===== config.mk =====
export PLATFORM = sky130hd
export DESIGN_NAME = eeprog_port
export DESIGN_NICKNAME = d
export VERILOG_FILES = /design/src/rtl/eeprog_pkg.sv /design/src/rtl/eeprog_shifter.sv /design/src/rtl/eeprog_ctl.sv /design/src/rtl/eeprog_pinmux.sv /design/src/rtl/eeprog_port.sv
export SDC_FILE = /design/constraint.sdc
export NUM_CORES = 1
export LEC_CHECK = 0
export ABC_CLOCK_PERIOD_IN_PS = 7110
export BUFFER_PORTS_ARGS = -buffer_cell sky130_fd_sc_hd__buf_2
export CAP_MARGIN = 20
export CELL_PAD_IN_SITES_DETAIL_PLACEMENT = 1
export CELL_PAD_IN_SITES_GLOBAL_PLACEMENT = 1
export CORE_ASPECT_RATIO = 2
export CORE_MARGIN = 3
export CORE_UTILIZATION = 50
export CTS_CLUSTER_DIAMETER = 80
export CTS_CLUSTER_SIZE = 40
export DETAILED_ROUTE_END_ITERATION = 16
export PLACE_DENSITY = 0.84
export SLEW_MARGIN = 20
export SYNTH_ARGS = -nofsm -noshare
export SYNTH_HDL_FRONTEND = slang
export SYNTH_SLANG_ARGS = --single-unit

===== constraint.sdc =====
create_clock -name clk -period 7.11 [get_ports clk]
set_input_delay 0.711 -clock clk [delete_from_list [all_inputs] [get_ports clk]]
set_output_delay 0.711 -clock clk [all_outputs]
set_load 0.1 [all_outputs]

===== src/rtl/eeprog_pkg.sv =====
package eeprog_pkg;
  typedef enum logic [2:0] {
    ST_IDLE, ST_BANG, ST_COLLECT, ST_CMD, ST_SHIFT, ST_GAP, ST_POLL
  } ctl_state_t;

  localparam logic [1:0] OP_EXT   = 2'b00;
  localparam logic [1:0] OP_WRITE = 2'b01;
  localparam logic [7:0] CODE_BYTE = 8'h73;
  localparam int unsigned WORD_W = 16;
endpackage


===== src/rtl/eeprog_shifter.sv =====
module eeprog_shifter #(
  parameter int unsigned CLK_HALF = 2,
  parameter int unsigned FRAME_W  = 23,
  parameter int unsigned LEN_W    = 5
) (
  input  logic               clk,
  input  logic               rst_n,
  input  logic               start,
  input  logic [FRAME_W-1:0] frame,
  input  logic [LEN_W-1:0]   len,
  output logic               cs,
  output logic               sk,
  output logic               di,
  output logic               done
);
  localparam int unsigned DIV_W = (CLK_HALF > 1) ? $clog2(CLK_HALF) : 1;

  logic               active_q, active_n;
  logic               phase_q, phase_n;
  logic [DIV_W-1:0]   div_q, div_n;
  logic [LEN_W-1:0]   cnt_q, cnt_n;
  logic [FRAME_W-1:0] sh_q, sh_n;
  logic               done_q, done_n;

  always_comb begin
    active_n = active_q;
    phase_n  = phase_q;
    div_n    = div_q;
    cnt_n    = cnt_q;
    sh_n     = sh_q;
    done_n   = 1'b0;
    if (!active_q) begin
      if (start) begin
        active_n = 1'b1;
        phase_n  = 1'b0;
        div_n    = '0;
        cnt_n    = len;
        sh_n     = frame;
      end
    end else if (div_q == DIV_W'(CLK_HALF - 1)) begin
      div_n = '0;
      if (!phase_q) begin
        phase_n = 1'b1;
      end else begin
        phase_n = 1'b0;
        sh_n    = {sh_q[FRAME_W-2:0], 1'b0};
        if (cnt_q == LEN_W'(1)) begin
          active_n = 1'b0;
          done_n   = 1'b1;
        end else begin
          cnt_n = cnt_q - LEN_W'(1);
        end
      end
    end else begin
      div_n = div_q + DIV_W'(1);
    end
  end

  always_ff @(posedge clk or negedge rst_n) begin
    if (!rst_n) begin
      active_q <= 1'b0;
      phase_q  <= 1'b0;
      div_q    <= '0;
      cnt_q    <= '0;
      sh_q     <= '0;
      done_q   <= 1'b0;
    end else begin
      active_q <= active_n;
      phase_q  <= phase_n;
      div_q    <= div_n;
      cnt_q    <= cnt_n;
      sh_q     <= sh_n;
      done_q   <= done_n;
    end
  end

  assign cs   = active_q;
  assign sk   = active_q & phase_q;
  assign di   = active_q & sh_q[FRAME_W-1];
  assign done = done_q;
endmodule


===== src/rtl/eeprog_ctl.sv =====
module eeprog_ctl
  import eeprog_pkg::*;
#(
  parameter int unsigned ADDR_W   = 4,
  parameter int unsigned LOAD_BIT = 6,
  parameter int unsigned GAP_LEN  = 4,
  parameter int unsigned FRAME_W  = 23,
  parameter int unsigned LEN_W    = 5
) (
  input  logic               clk,
  input  logic               rst_n,
  input  logic               wr_en,
  input  logic               wr_sel,
  input  logic [7:0]         wr_data,
  input  logic               prot_ok,
  input  logic               ee_do,
  input  logic               shift_done,
  output logic               shift_start,
  output logic [FRAME_W-1:0] shift_frame,
  output logic [LEN_W-1:0]   shift_len,
  output logic               poll_cs,
  output logic               bang_mode,
  output logic               busy,
  output logic [7:0]         cfg_rdata
);
  localparam int unsigned GAP_W = $clog2(GAP_LEN + 1);
  localparam logic [ADDR_W-1:0] ADDR_LO = {{(ADDR_W-1){1'b1}}, 1'b0};
  localparam logic [ADDR_W-1:0] ADDR_HI = {ADDR_W{1'b1}};

  ctl_state_t      state_q, state_n;
  logic [1:0]      cnt_q, cnt_n;
  logic [1:0]      step_q, step_n;
  logic            polled_q, polled_n;
  logic [GAP_W-1:0] gap_q, gap_n;
  logic [2:0][7:0] cap_q, cap_n;
  logic [7:0]      cfg_q, cfg_n;
  logic            cfgb_wr, step_is_write;

  assign cfgb_wr       = wr_en & ~wr_sel;
  assign step_is_write = step_q[0] ^ step_q[1];

  always_comb begin
    state_n     = state_q;
    cnt_n       = cnt_q;
    step_n      = step_q;
    polled_n    = polled_q;
    gap_n       = gap_q;
    cap_n       = cap_q;
    cfg_n       = cfg_q;
    shift_start = 1'b0;
    unique case (state_q)
      ST_IDLE: if (cfgb_wr) begin
        cfg_n = wr_data;
        if (wr_data[LOAD_BIT]) begin
          if (prot_ok) begin
            state_n = ST_COLLECT;
            cnt_n   = 2'd0;
          end else begin
            state_n = ST_BANG;
          end
        end
      end
      ST_BANG: ;
      ST_COLLECT: if (cfgb_wr) begin
        cap_n[cnt_q] = wr_data;
        if (cnt_q == 2'd2) begin
          state_n = ST_CMD;
          step_n  = 2'd0;
        end else begin
          cnt_n = cnt_q + 2'd1;
        end
      end
      ST_CMD: begin
        shift_start = 1'b1;
        state_n     = ST_SHIFT;
      end
      ST_SHIFT: if (shift_done) begin
        state_n = ST_GAP;
        gap_n   = '0;
      end
      ST_GAP: if (gap_q == GAP_W'(GAP_LEN - 1)) begin
        if (step_is_write && !polled_q) begin
          state_n = ST_POLL;
        end else begin
          polled_n = 1'b0;
          if (step_q == 2'd3) begin
            state_n = ST_IDLE;
          end else begin
            step_n  = step_q + 2'd1;
            state_n = ST_CMD;
          end
        end
      end else begin
        gap_n = gap_q + GAP_W'(1);
      end
      ST_POLL: if (ee_do) begin
        polled_n = 1'b1;
        state_n  = ST_GAP;
        gap_n    = '0;
      end
      default: state_n = ST_IDLE;
    endcase
  end

  always_ff @(posedge clk or negedge rst_n) begin
    if (!rst_n) begin
      state_q  <= ST_IDLE;
      cnt_q    <= '0;
      step_q   <= '0;
      polled_q <= 1'b0;
      gap_q    <= '0;
      cap_q    <= '0;
      cfg_q    <= '0;
    end else begin
      state_q  <= state_n;
      cnt_q    <= cnt_n;
      step_q   <= step_n;
      polled_q <= polled_n;
      gap_q    <= gap_n;
      cap_q    <= cap_n;
      cfg_q    <= cfg_n;
    end
  end

  always_comb begin
    unique case (step_q)
      2'd0: begin
        shift_frame = {1'b1, OP_EXT, 2'b11, {(ADDR_W-2){1'b0}}, {WORD_W{1'b0}}};
        shift_len   = LEN_W'(3 + ADDR_W);
      end
      2'd1: begin
        shift_frame = {1'b1, OP_WRITE, ADDR_LO, cap_q[1], cap_q[0]};
        shift_len   = LEN_W'(FRAME_W);
      end
      2'd2: begin
        shift_frame = {1'b1, OP_WRITE, ADDR_HI, CODE_BYTE, cap_q[2]};
        shift_len   = LEN_W'(FRAME_W);
      end
      default: begin
        shift_frame = {1'b1, OP_EXT, 2'b00, {(ADDR_W-2){1'b0}}, {WORD_W{1'b0}}};
        shift_len   = LEN_W'(3 + ADDR_W);
      end
    endcase
  end

  assign poll_cs   = (state_q == ST_POLL);
  assign bang_mode = (state_q == ST_BANG);
  assign busy      = (state_q != ST_IDLE);

  always_comb begin
    cfg_rdata           = cfg_q;
    cfg_rdata[LOAD_BIT] = busy;
  end
endmodule


===== src/rtl/eeprog_pinmux.sv =====
module eeprog_pinmux (
  input  logic       clk,
  input  logic       rst_n,
  input  logic       bang_mode,
  input  logic       port_wr,
  input  logic [2:0] port_bits,
  input  logic       seq_cs,
  input  logic       seq_sk,
  input  logic       seq_di,
  output logic       ee_cs,
  output logic       ee_sk,
  output logic       ee_di
);
  logic [2:0] pins_q, pins_n;

  always_comb begin
    pins_n = pins_q;
    if (bang_mode && port_wr) pins_n = port_bits;
  end

  always_ff @(posedge clk or negedge rst_n) begin
    if (!rst_n) pins_q <= '0;
    else        pins_q <= pins_n;
  end

  assign ee_cs = bang_mode ? pins_q[2] : seq_cs;
  assign ee_sk = bang_mode ? pins_q[1] : seq_sk;
  assign ee_di = bang_mode ? pins_q[0] : seq_di;
endmodule


===== src/rtl/eeprog_port.sv =====
module eeprog_port
  import eeprog_pkg::*;
#(
  parameter int unsigned ADDR_W   = 4,
  parameter int unsigned CLK_HALF = 2,
  parameter int unsigned LOAD_BIT = 6
) (
  input  logic       clk,
  input  logic       rst_n,
  input  logic       wr_en,
  input  logic       wr_sel,
  input  logic [7:0] wr_data,
  output logic [7:0] cfg_rdata,
  input  logic       prot_ok,
  output logic       ee_cs,
  output logic       ee_sk,
  output logic       ee_di,
  input  logic       ee_do
);
  localparam int unsigned FRAME_W = 3 + ADDR_W + WORD_W;
  localparam int unsigned LEN_W   = $clog2(FRAME_W + 1);
  localparam int unsigned GAP_LEN = 2 * CLK_HALF;

  logic [1:0] rst_sync_q;
  logic       rst_int_n;

  always_ff @(posedge clk or negedge rst_n) begin
    if (!rst_n) rst_sync_q <= '0;
    else        rst_sync_q <= {rst_sync_q[0], 1'b1};
  end
  assign rst_int_n = rst_sync_q[1];

  logic               shift_start, shift_done, poll_cs;
  logic               bang_mode, busy;
  logic [FRAME_W-1:0] shift_frame;
  logic [LEN_W-1:0]   shift_len;
  logic               sh_cs, sh_sk, sh_di;

  eeprog_ctl #(
    .ADDR_W(ADDR_W), .LOAD_BIT(LOAD_BIT), .GAP_LEN(GAP_LEN),
    .FRAME_W(FRAME_W), .LEN_W(LEN_W)
  ) i_ctl (
    .clk(clk), .rst_n(rst_int_n), .wr_en(wr_en), .wr_sel(wr_sel),
    .wr_data(wr_data), .prot_ok(prot_ok), .ee_do(ee_do),
    .shift_done(shift_done), .shift_start(shift_start),
    .shift_frame(shift_frame), .shift_len(shift_len), .poll_cs(poll_cs),
    .bang_mode(bang_mode), .busy(busy), .cfg_rdata(cfg_rdata)
  );

  eeprog_shifter #(
    .CLK_HALF(CLK_HALF), .FRAME_W(FRAME_W), .LEN_W(LEN_W)
  ) i_shift (
    .clk(clk), .rst_n(rst_int_n), .start(shift_start), .frame(shift_frame),
    .len(shift_len), .cs(sh_cs), .sk(sh_sk), .di(sh_di), .done(shift_done)
  );

  eeprog_pinmux i_pins (
    .clk(clk), .rst_n(rst_int_n), .bang_mode(bang_mode),
    .port_wr(wr_en & wr_sel), .port_bits(wr_data[3:1]),
    .seq_cs(sh_cs | poll_cs), .seq_sk(sh_sk), .seq_di(sh_di),
    .ee_cs(ee_cs), .ee_sk(ee_sk), .ee_di(ee_di)
  );
endmodule


## Yosys cells after proc, flatten, opt, wreduce, memory -nomap -nowiden

Index checks and enable logic that the tools add are counted.

- Bits in registers: 80
- Output and inout bits: 11
- Bits of input ports: 14

- Bitwise logic cells: 8
- $lt $le $gt $ge: 2
- Mux-type cells: 64
- Reductions and logical operators: 23
- Eq/ne operators: 27
- $add $sub $neg: 5

Operators with widths:

| kind | count |
|---|---|
| $mux W23 | 4 |
| $pmux W21 S3 | 1 |
| $mux W3 | 11 |
| $mux W5 | 6 |
| $bwmux W24 | 1 |
| $mux W2 | 12 |
| $mux W1 | 22 |
| $pmux W3 S7 | 1 |
| $ne A2 B2 Y1 const B | 10 |
| $demux W8 S2 | 1 |
| $reduce_and A4 Y1 | 3 |
| $reduce_and A6 Y1 | 2 |
| $ne A2 B1 Y1 const B | 5 |
| $eq A3 B2 Y1 const B | 3 |
| $eq A3 B3 Y1 const B | 3 |
| $pmux W3 S3 | 1 |
| $mux W8 | 1 |
| $pmux W2 S2 | 2 |
| $reduce_and A8 Y1 | 1 |
| $reduce_bool A2 Y1 | 4 |
| $eq A2 B2 Y1 const B | 3 |
| $reduce_and A2 Y1 | 3 |
| $reduce_bool A3 Y1 | 2 |
| $eq A5 B1 Y1 const B | 1 |
| 19 further kinds | 26 |

## Logic depth before layout (Yosys ltp)

Gate-level depths: netlist of the first run.

- Depth in word-level cells: 5
- Depth in mapped cells: 7

## Cells and area by module

From an unflattened synthesis of the first run, not the netlist that was laid out.

- Cells, all modules: 375
- Area, all modules: 4110.2 µm²

Modules (own cells, without submodules):

| module | instances | cells an instance | seq. area each (µm²) | area an instance (µm²) |
|---|---|---|---|---|
| eeprog_ctl | 1 | 202 | 1051.0 | 2287.2 |
| eeprog_shifter | 1 | 158 | 800.8 | 1596.5 |
| eeprog_pinmux | 1 | 10 | 75.1 | 160.2 |
| eeprog_port | 1 | 5 | 50.0 | 66.3 |

## Least setup slack after synthesis of the first run

Ideal clock, no wire load.

- Path kind: register -> output
- Start point: register i_shift.active_q, in the netlist i_shift.cs
- End point: output ee_di
- Setup slack: 3.495 ns
- Arrival time: 2.904 ns
- Cell stages (with the launch flop): 5
- Data required time: 6.399 ns
- Path through: dfrtp_1 -> buf_2 -> clkbuf_1 -> nand2_1 -> o21ai_0

- Word-level cells in the longest chain between the ends: 2

RTL lines:

| item | RTL line | RTL |
|---|---|---|
| from (decl) | eeprog_shifter.sv:18 | `logic active_q, active_n;` |
| from (signal assigned) | eeprog_shifter.sv:68 | `active_q <= active_n;` |
| $and A1 B1 Y1 | eeprog_shifter.sv:79 | `assign di = active_q & sh_q[FRAME_W-1];` |
| $mux W1 | eeprog_pinmux.sv:28 | `assign ee_di = bang_mode ? pins_q[0] : seq_di;` |
| to (decl) | eeprog_port.sv:17 | `output logic ee_di,` |

No other way between the ends.

## Worst setup path after layout of the first run

- Start point: register i_ctl.state_q[1]
- End point: output ee_cs

- Word-level cells in the longest chain between the ends: 3
- Elaborated cells between the ends (all ways): 4

RTL lines:

| item | RTL line | RTL |
|---|---|---|
| from (decl) | eeprog_ctl.sv:30 | `ctl_state_t state_q, state_n;` |
| from (signal assigned) | eeprog_ctl.sv:115 | `state_q <= state_n;` |
| $eq A3 B3 Y1 | eeprog_ctl.sv:146 | `assign poll_cs = (state_q == ST_POLL);` |
| $or A1 B1 Y1 | eeprog_port.sv:60 | `.seq_cs(sh_cs \| poll_cs), .seq_sk(sh_sk), .seq_di(sh_di),` |
| $mux W1 * | eeprog_pinmux.sv:26 | `assign ee_cs = bang_mode ? pins_q[2] : seq_cs;` |
| to (decl) | eeprog_port.sv:15 | `output logic ee_cs,` |

Mark *: on every way between the ends. The rest lies on a longest branch, timed or not.

==> results.sh, run 1 <==
export IMPL_tightest_slew_ns=0.990
export IMPL_crit_buf_inv=1
export IMPL_grt_setup_unrepaired="no"
export IMPL_viasPerCell=6.06
export IMPL_drt_iter0_drc=194
export IMPL_finalClockSkew_ns=0.00597
export IMPL_postCtsHoldBufs=0
export IMPL_worst_slack_ns=4.26
export IMPL_status="finished, final reports clean"
export IMPL_p_int_w=0.000767
export IMPL_yosysMostFrequentCell="dfrtp_1"
export IMPL_ys_seq_elements=79
export IMPL_firstDrtPassIters=5
export IMPL_ant_nets=0
export IMPL_grt_pass1_wl_microns=15400
export IMPL_synth_edff_count=0
export IMPL_power_frac_seq_pct=46.2
export IMPL_die_h_microns=129
export IMPL_path_max_fanout=24
export IMPL_hpwlAfterDp_microns=6230
export IMPL_final_cells=453
export IMPL_nets=382
export IMPL_routedWlPerCell_microns=20.2
export IMPL_netlist_top_cells_count="79 x dfrtp_1, 45 x mux2_2, 30 x nor2_1"
export IMPL_place_congestion=0.761
export IMPL_period_needed_ns=2.85
export IMPL_final_cell_area_sq_um=4290
export IMPL_diodes=0
export IMPL_grt_pass1_vias=3030
export IMPL_net_switching_power_w=0.000212
export IMPL_seq_area_frac_synth_pct=52.0
export IMPL_clkPwrFrac_pct=50.5
export IMPL_rows=44
export IMPL_grt_overflow_total=0
export IMPL_drv_slew=0
export IMPL_ir_drop_v=0.000140
export IMPL_cts_sinks=79
export IMPL_utilization_pct=58.6
export IMPL_synth_area_leaders="dfrtp_1 52%, mux2_2 13%, ha_1 3.9%"
export IMPL_tritoncts="yes"
export IMPL_placed_cell_area_sq_um=3960
export IMPL_numCtsBuffers=9
export IMPL_multi_input_area_sq_um=1700
export IMPL_critPathMaxStageDelay_ns=0.68
export IMPL_antenna_found_initial=0
export IMPL_setup_viol=0
export IMPL_cap_viol_max_count=0
export IMPL_synth_top_family_by_area="multiplexers"
export IMPL_setup_worst_path_end_class="primary output"
export IMPL_synth_area_sq_um=3800
export IMPL_yosysTopAreaCell="dfrtp_1"
export IMPL_synth_ff_type="dfrtp_1"
export IMPL_pin_count=25
export IMPL_cts_htree_levels=3
export IMPL_seq_area_sq_um=1980
export IMPL_synthAdderAreaFrac_pct=3.95
export IMPL_hold_viol_final=0
export IMPL_area_growth_syn_to_layout_pct=12.8
export IMPL_die_area_sq_um=8750
export IMPL_dp_cells=437
export IMPL_cts_max_path_buffers=2
export IMPL_worstSetupPathType="flip-flop to primary output"
export IMPL_synth_compound_area_share_pct=12.8
export IMPL_max_freq_mhz=351
export IMPL_wirelength_microns=9170
export IMPL_yosysTopAreaCellShare_pct=52.0
export IMPL_post_place_ws_ns=4.50
export IMPL_critPathTopFamily="simple AND/OR/NAND/NOR gates"
export IMPL_ys_types=48
export IMPL_avgSynthCellArea_sq_um=11.3
export IMPL_arrival_ns=2.14
export IMPL_start_util_pct=51.9
export IMPL_vias=2747
export IMPL_yosys_warnings=0
export IMPL_drive_gt1_share_pct=26.6
export IMPL_core_area_sq_um=7320
export IMPL_post_cts_resize_count=0
export IMPL_fillers=770
export IMPL_route_detailed_drc=0
export IMPL_cts_root_buf="clkbuf_16"
export IMPL_io_buffers=24
export IMPL_synth_xor_area_share_pct=0.230
export IMPL_period_share_pct=40.1
export IMPL_tns_ns=0
export IMPL_grt_util_all_layers_pct=24.1
export IMPL_cts_setup_buffers=0
export IMPL_path_clk_slew_ns=0.06
export IMPL_slew_headroom_pct=34.0
export IMPL_synth_nets=363
export IMPL_crit_path_start_kind="flip-flop"
export IMPL_power_density_nw_per_um2=228
export IMPL_p_leak_nw=2.01
export IMPL_share_comb_of_total_power_pct=3.3
export IMPL_path_cells="nor3b_2, nand2_1, nand3_1, buf_2"
export IMPL_async_reset_ff_share_pct=100
export IMPL_critPathRequiredTime_ns=6.40
export IMPL_p_sw_share_pct=21.6
export IMPL_hold_path_class="input pin to async pin"
export IMPL_synthMuxAreaShare_pct=14.6
export IMPL_synth_cells=337
export IMPL_synth_simple_area_share_pct=12.6
export IMPL_grt_max_degree=78
export IMPL_clk_latency_ns=0.34
export IMPL_die_w_microns=67.7
export IMPL_r2r_setup_slack_ns=4.70
export IMPL_slowest_stage="dfrtp_1"
[per-layer routing]
| metal | share of wire (%) | up-vias | GRT usage [%] | wire length (microns) |
|---|---|---|---|---|
| met2 | 56 | 51 | 41.8 | 5120 |
| li1 | - | 1251 | - | - |
| met4 | 3.5 | 0 | 12.7 | 320 |
| met3 | 2.5 | 23 | 3.99 | 226 |
| met1 | 38 | 1422 | 27.6 | 3500 |
| met5 | 0 | - | 0 | 0 |
[flip-flops by register name, summed over array words and instances, names as in the netlist]
register / count
i_ctl.cap_q: 24
i_shift.sh_q: 23
i_ctl.cfg_q: 7
i_shift.cnt_q: 5
i_ctl.gap_q: 3
i_ctl.state_q: 3
i_pins.pins_q: 3
i_ctl.cnt_q: 2
i_ctl.step_q: 2
rst_sync_q: 2
i_ctl.polled_q: 1
i_shift.cs: 1
i_shift.div_q: 1
i_shift.done: 1
i_shift.phase_q: 1
[power groups by stage]
stage	sequential (W)	combinational (W)	clock (W)
detailed placement	0.000461	0.0000329	0
global placement	0.000461	0.0000322	0
finish	0.000453	0.0000322	0.000495
floorplan	0.000478	0.00000254	0
CTS	0.000453	0.0000329	0.000503
global route	0.000452	0.0000348	0.000525
[area by class of cell]
| cell class | count | area share, % |
|---|---|---|
| Clock buffer | 10 | 5.34 |
| Sequential cell | 79 | 46.1 |
| Tap cell | 92 | 2.68 |
| Inverter | 11 | 0.963 |
| Clock inverter | 6 | 2.16 |
| Multi-Input combinational cell | 229 | 39.6 |
| Timing Repair Buffer | 26 | 3.15 |
[final timing paths]
check | startpoint | to | depth (start not counted)
max | i_ctl.state_q[1]$_DFFE_PN0P_ | ee_cs | 4
min | rst_n | rst_sync_q[0]$_DFF_PN0_ | 1
max reg2reg | i_ctl.state_q[1]$_DFFE_PN0P_ | i_shift.sh_q[12]$_DFFE_PN0P_ | 3
min reg2reg | rst_sync_q[0]$_DFF_PN0_ | rst_sync_q[1]$_DFF_PN0_ | 0
max in group asynchronous | rst_sync_q[1]$_DFF_PN0_ | i_ctl.state_q[1]$_DFFE_PN0P_ | 1
min in group clk | rst_sync_q[0]$_DFF_PN0_ | rst_sync_q[1]$_DFF_PN0_ | 0
[cells by family after synthesis]
kind of cell / Yosys count
other: 1
multiplexers: 50
buffers and inverters: 29
AO/OA/AOI/OAI: 75
flip-flops: 79
adder cells (fa/ha/maj): 12
AND/OR/NAND/NOR: 90
XOR/XNOR: 1
[worst register-to-register path, cell delays in order, from the launching register on]
cell and delay (ns):
dfrtp_1 0.87, nand3b_1 0.31, o21ai_4 0.70, mux2_2 0.41
[through the flow]
| stage | total power, W | hold WS (ns) |
|---|---|---|
| 2_1_floorplan | 0.000481 | 0.331 |
| 3_3_place_gp | 0.000493 | 0.343 |
| 3_5_place_dp | 0.000494 | 0.346 |
| 4_1_cts | 0.000989 | 0.134 |
| 5_1_grt | 0.00101 | 0.135 |
| 6_report | 0.000979 | 0.145 |
[cell usage in the layout, fill, tap and decap left out, types with 3 or more instances in the layout]
master,count
mux2_2,45
a22o_1,5
a222oi_1,7
o21ai_0,18
a31oi_1,3
nand3_2,3
dfrtp_1,78
and3_1,3
a221oi_1,3
mux2i_1,5
buf_2,24
ha_1,12
nand3_1,5
a21oi_1,26
nor3_1,3
nor2_1,30
inv_1,11
clkbuf_16,9
nand2_1,23
nor2b_1,6
Note: power is estimated with default switching activity, not from simulation.
==> inputs of run 2 (changes only) <==
- ABC_CLOCK_PERIOD_IN_PS: 7110 -> 2900
- CORE_UTILIZATION: 50 -> 48
- PLACE_DENSITY: 0.84 -> 0.81
- clock period: 7.11 -> 2.9 ns (I/O delays scaled with it)
==> results.sh, run 2 (synthesized netlist as in run 1, its figures left out) <==
export IMPL_ant_nets=0
export IMPL_largest_register_ffs=24
export IMPL_grt_overflow_total=0
export IMPL_r2r_setup_slack_ns=0.69
export IMPL_clk_latency_ns=0.34
export IMPL_numCtsBuffers=9
export IMPL_rows=45
export IMPL_area_growth_syn_to_layout_pct=12.1
export IMPL_drt_iter0_drc=138
export IMPL_slew_headroom_pct=33.6
export IMPL_io_buffers=24
export IMPL_die_area_sq_um=9090
export IMPL_finalClockSkew_ns=0.00891
export IMPL_layout_commonest_cell="dfrtp_1"
export IMPL_arrival_ns=2.18
export IMPL_die_h_microns=132
export IMPL_timing_rr_start="i_ctl.state_q[2]$_DFFE_PN0P_"
export IMPL_drive_gt1_share_pct=27.0
export IMPL_reg2reg_to="i_ctl.cfg_q[0]$_DFFE_PN0P_"
export IMPL_period_needed_ns=2.47
export IMPL_utilization_pct=55.7
export IMPL_p_leak_nw=1.99
export IMPL_worstSetupPathType="flip-flop to primary output"
export IMPL_cts_max_path_buffers=2
export IMPL_start_util_pct=49.6
export IMPL_tns_ns=0
export IMPL_tritoncts="yes"
export IMPL_route_detailed_drc=0
export IMPL_firstDrtPassIters=6
export IMPL_cts_root_buf="clkbuf_16"
export IMPL_cts_sinks=79
export IMPL_cap_viol_max_count=0
export IMPL_cts_htree_levels=3
export IMPL_final_cell_area_sq_um=4260
export IMPL_wirelength_microns=9300
export IMPL_path_max_fanout=14
export IMPL_status="finished, final reports clean"
export IMPL_power_density_nw_per_um2=529
export IMPL_grt_pass1_wl_microns=15300
export IMPL_hpwlAfterDp_microns=6430
export IMPL_cts_setup_buffers=0
export IMPL_fillers=849
export IMPL_crit_end="ee_cs"
export IMPL_pin_count=25
export IMPL_placed_cell_area_sq_um=3970
export IMPL_multi_input_area_sq_um=1690
export IMPL_worstRegToRegCells=3
export IMPL_antenna_found_initial=0
export IMPL_tightest_slew_ns=0.995
export IMPL_critPathRequiredTime_ns=2.61
export IMPL_grt_setup_unrepaired="no"
export IMPL_post_cts_resize_count=0
export IMPL_crit_path_start="i_ctl.state_q[0]$_DFFE_PN0P_"
export IMPL_setup_viol=0
export IMPL_top_regs="i_ctl.cap_q (24), i_shift.sh_q (23), i_ctl.cfg_q (7)"
export IMPL_seq_area_sq_um=1980
export IMPL_diodes=0
export IMPL_grt_max_degree=78
export IMPL_hold_viol_final=0
export IMPL_max_freq_mhz=405
export IMPL_die_w_microns=68.9
export IMPL_hold_path_class="input pin to flip-flop"
export IMPL_period_share_pct=85.1
export IMPL_final_cell_mix="78 x dfrtp_1, 45 x mux2_2, 30 x nor2_1, 26 x a21oi_1, 24 x buf_2"
export IMPL_path_clk_slew_ns=0.06
export IMPL_nets=384
export IMPL_largest_register="i_ctl.cap_q"
export IMPL_grt_util_all_layers_pct=23.0
export IMPL_ir_drop_v=0.000382
export IMPL_vias=2734
export IMPL_place_congestion=0.802
export IMPL_viasPerCell=5.98
export IMPL_setup_worst_path_end_class="primary output"
export IMPL_grt_pass1_vias=2975
export IMPL_drv_slew=0
export IMPL_crit_path_start_kind="flip-flop"
export IMPL_core_area_sq_um=7660
export IMPL_routedWlPerCell_microns=20.4
## run 2: cell types whose count changed in the layout (fill, tap and decap cells not counted), sizes merged
cell,change
buf,+1
bufinv,-2
clkbuf,-1
clkinvlp,+2
dlygate4sd3,+1
inv,+1
## run 2: critical path, cell delays in order (launching register included)
cell	delay (ns)
dfrtp_1	0.65
nor3b_2	0.48
nand2_1	0.17
nand3_1	0.12
buf_2	0.43
## run 2: layout make-up
class | instances | share of cell area (%)
flip-flops and latches | 79 | 46.5
multi-input cells | 229 | 39.6
clock buffers | 9 | 5.28
repair buffers | 28 | 3.58
well taps | 94 | 2.76
clock inverters | 7 | 1.32
inverters | 11 | 0.969
## run 2: worst min path at each step
stage	start	cells after the start	to
after floorplan	rst_n	0	rst_sync_q[0]$_DFF_PN0_
after global placement	rst_n	1	rst_sync_q[0]$_DFF_PN0_
after detailed placement	rst_n	1	rst_sync_q[0]$_DFF_PN0_
after CTS	wr_data[0]	2	i_ctl.cap_q[8]$_DFFE_PN0P_
after global routing	rst_n	2	rst_sync_q[1]$_DFF_PN0_
final	wr_data[0]	2	i_ctl.cap_q[8]$_DFFE_PN0P_
## run 2: metrics by stage
| stage | hold WS, ns | worst slack [ns] | cells | power, W |
|---|---|---|---|---|
| after floorplan | -0.00559 | 0.457 | 337 | 0.00118 |
| after detailed placement | 0.0789 | 0.742 | 440 | 0.00121 |
| after CTS | 0.239 | 0.430 | 457 | 0.00228 |
| after global placement | 0.0748 | 0.873 | 440 | 0.00121 |
| after global routing | 0.250 | 0.265 | 457 | 0.00233 |
| final | 0.247 | 0.431 | 457 | 0.00226 |
## run 2: what timing repair did
item / in CTS / in global routing
endpoints found under the hold margin: 2 / 0
hold buffers: 1 / 0
endpoints found under the setup margin: 0 / 0
## run 2: per-layer routing
metal	wire length (microns)	track usage, %	vias up	share of wire [%]
met5	0	0	-	0
met4	337	11.1	0	3.6
met3	282	4.61	25	3.0
met2	5270	39.1	52	57
met1	3410	26.2	1404	37
li1	-	-	1253	-
## run 2: where the power goes
part | total [W] | switching [W] | internal, W
logic | 0.0000596 | 0.0000451 | 0.0000145
registers | 0.00113 | 0.0000224 | 0.00111
clock network | 0.00107 | 0.000479 | 0.000588
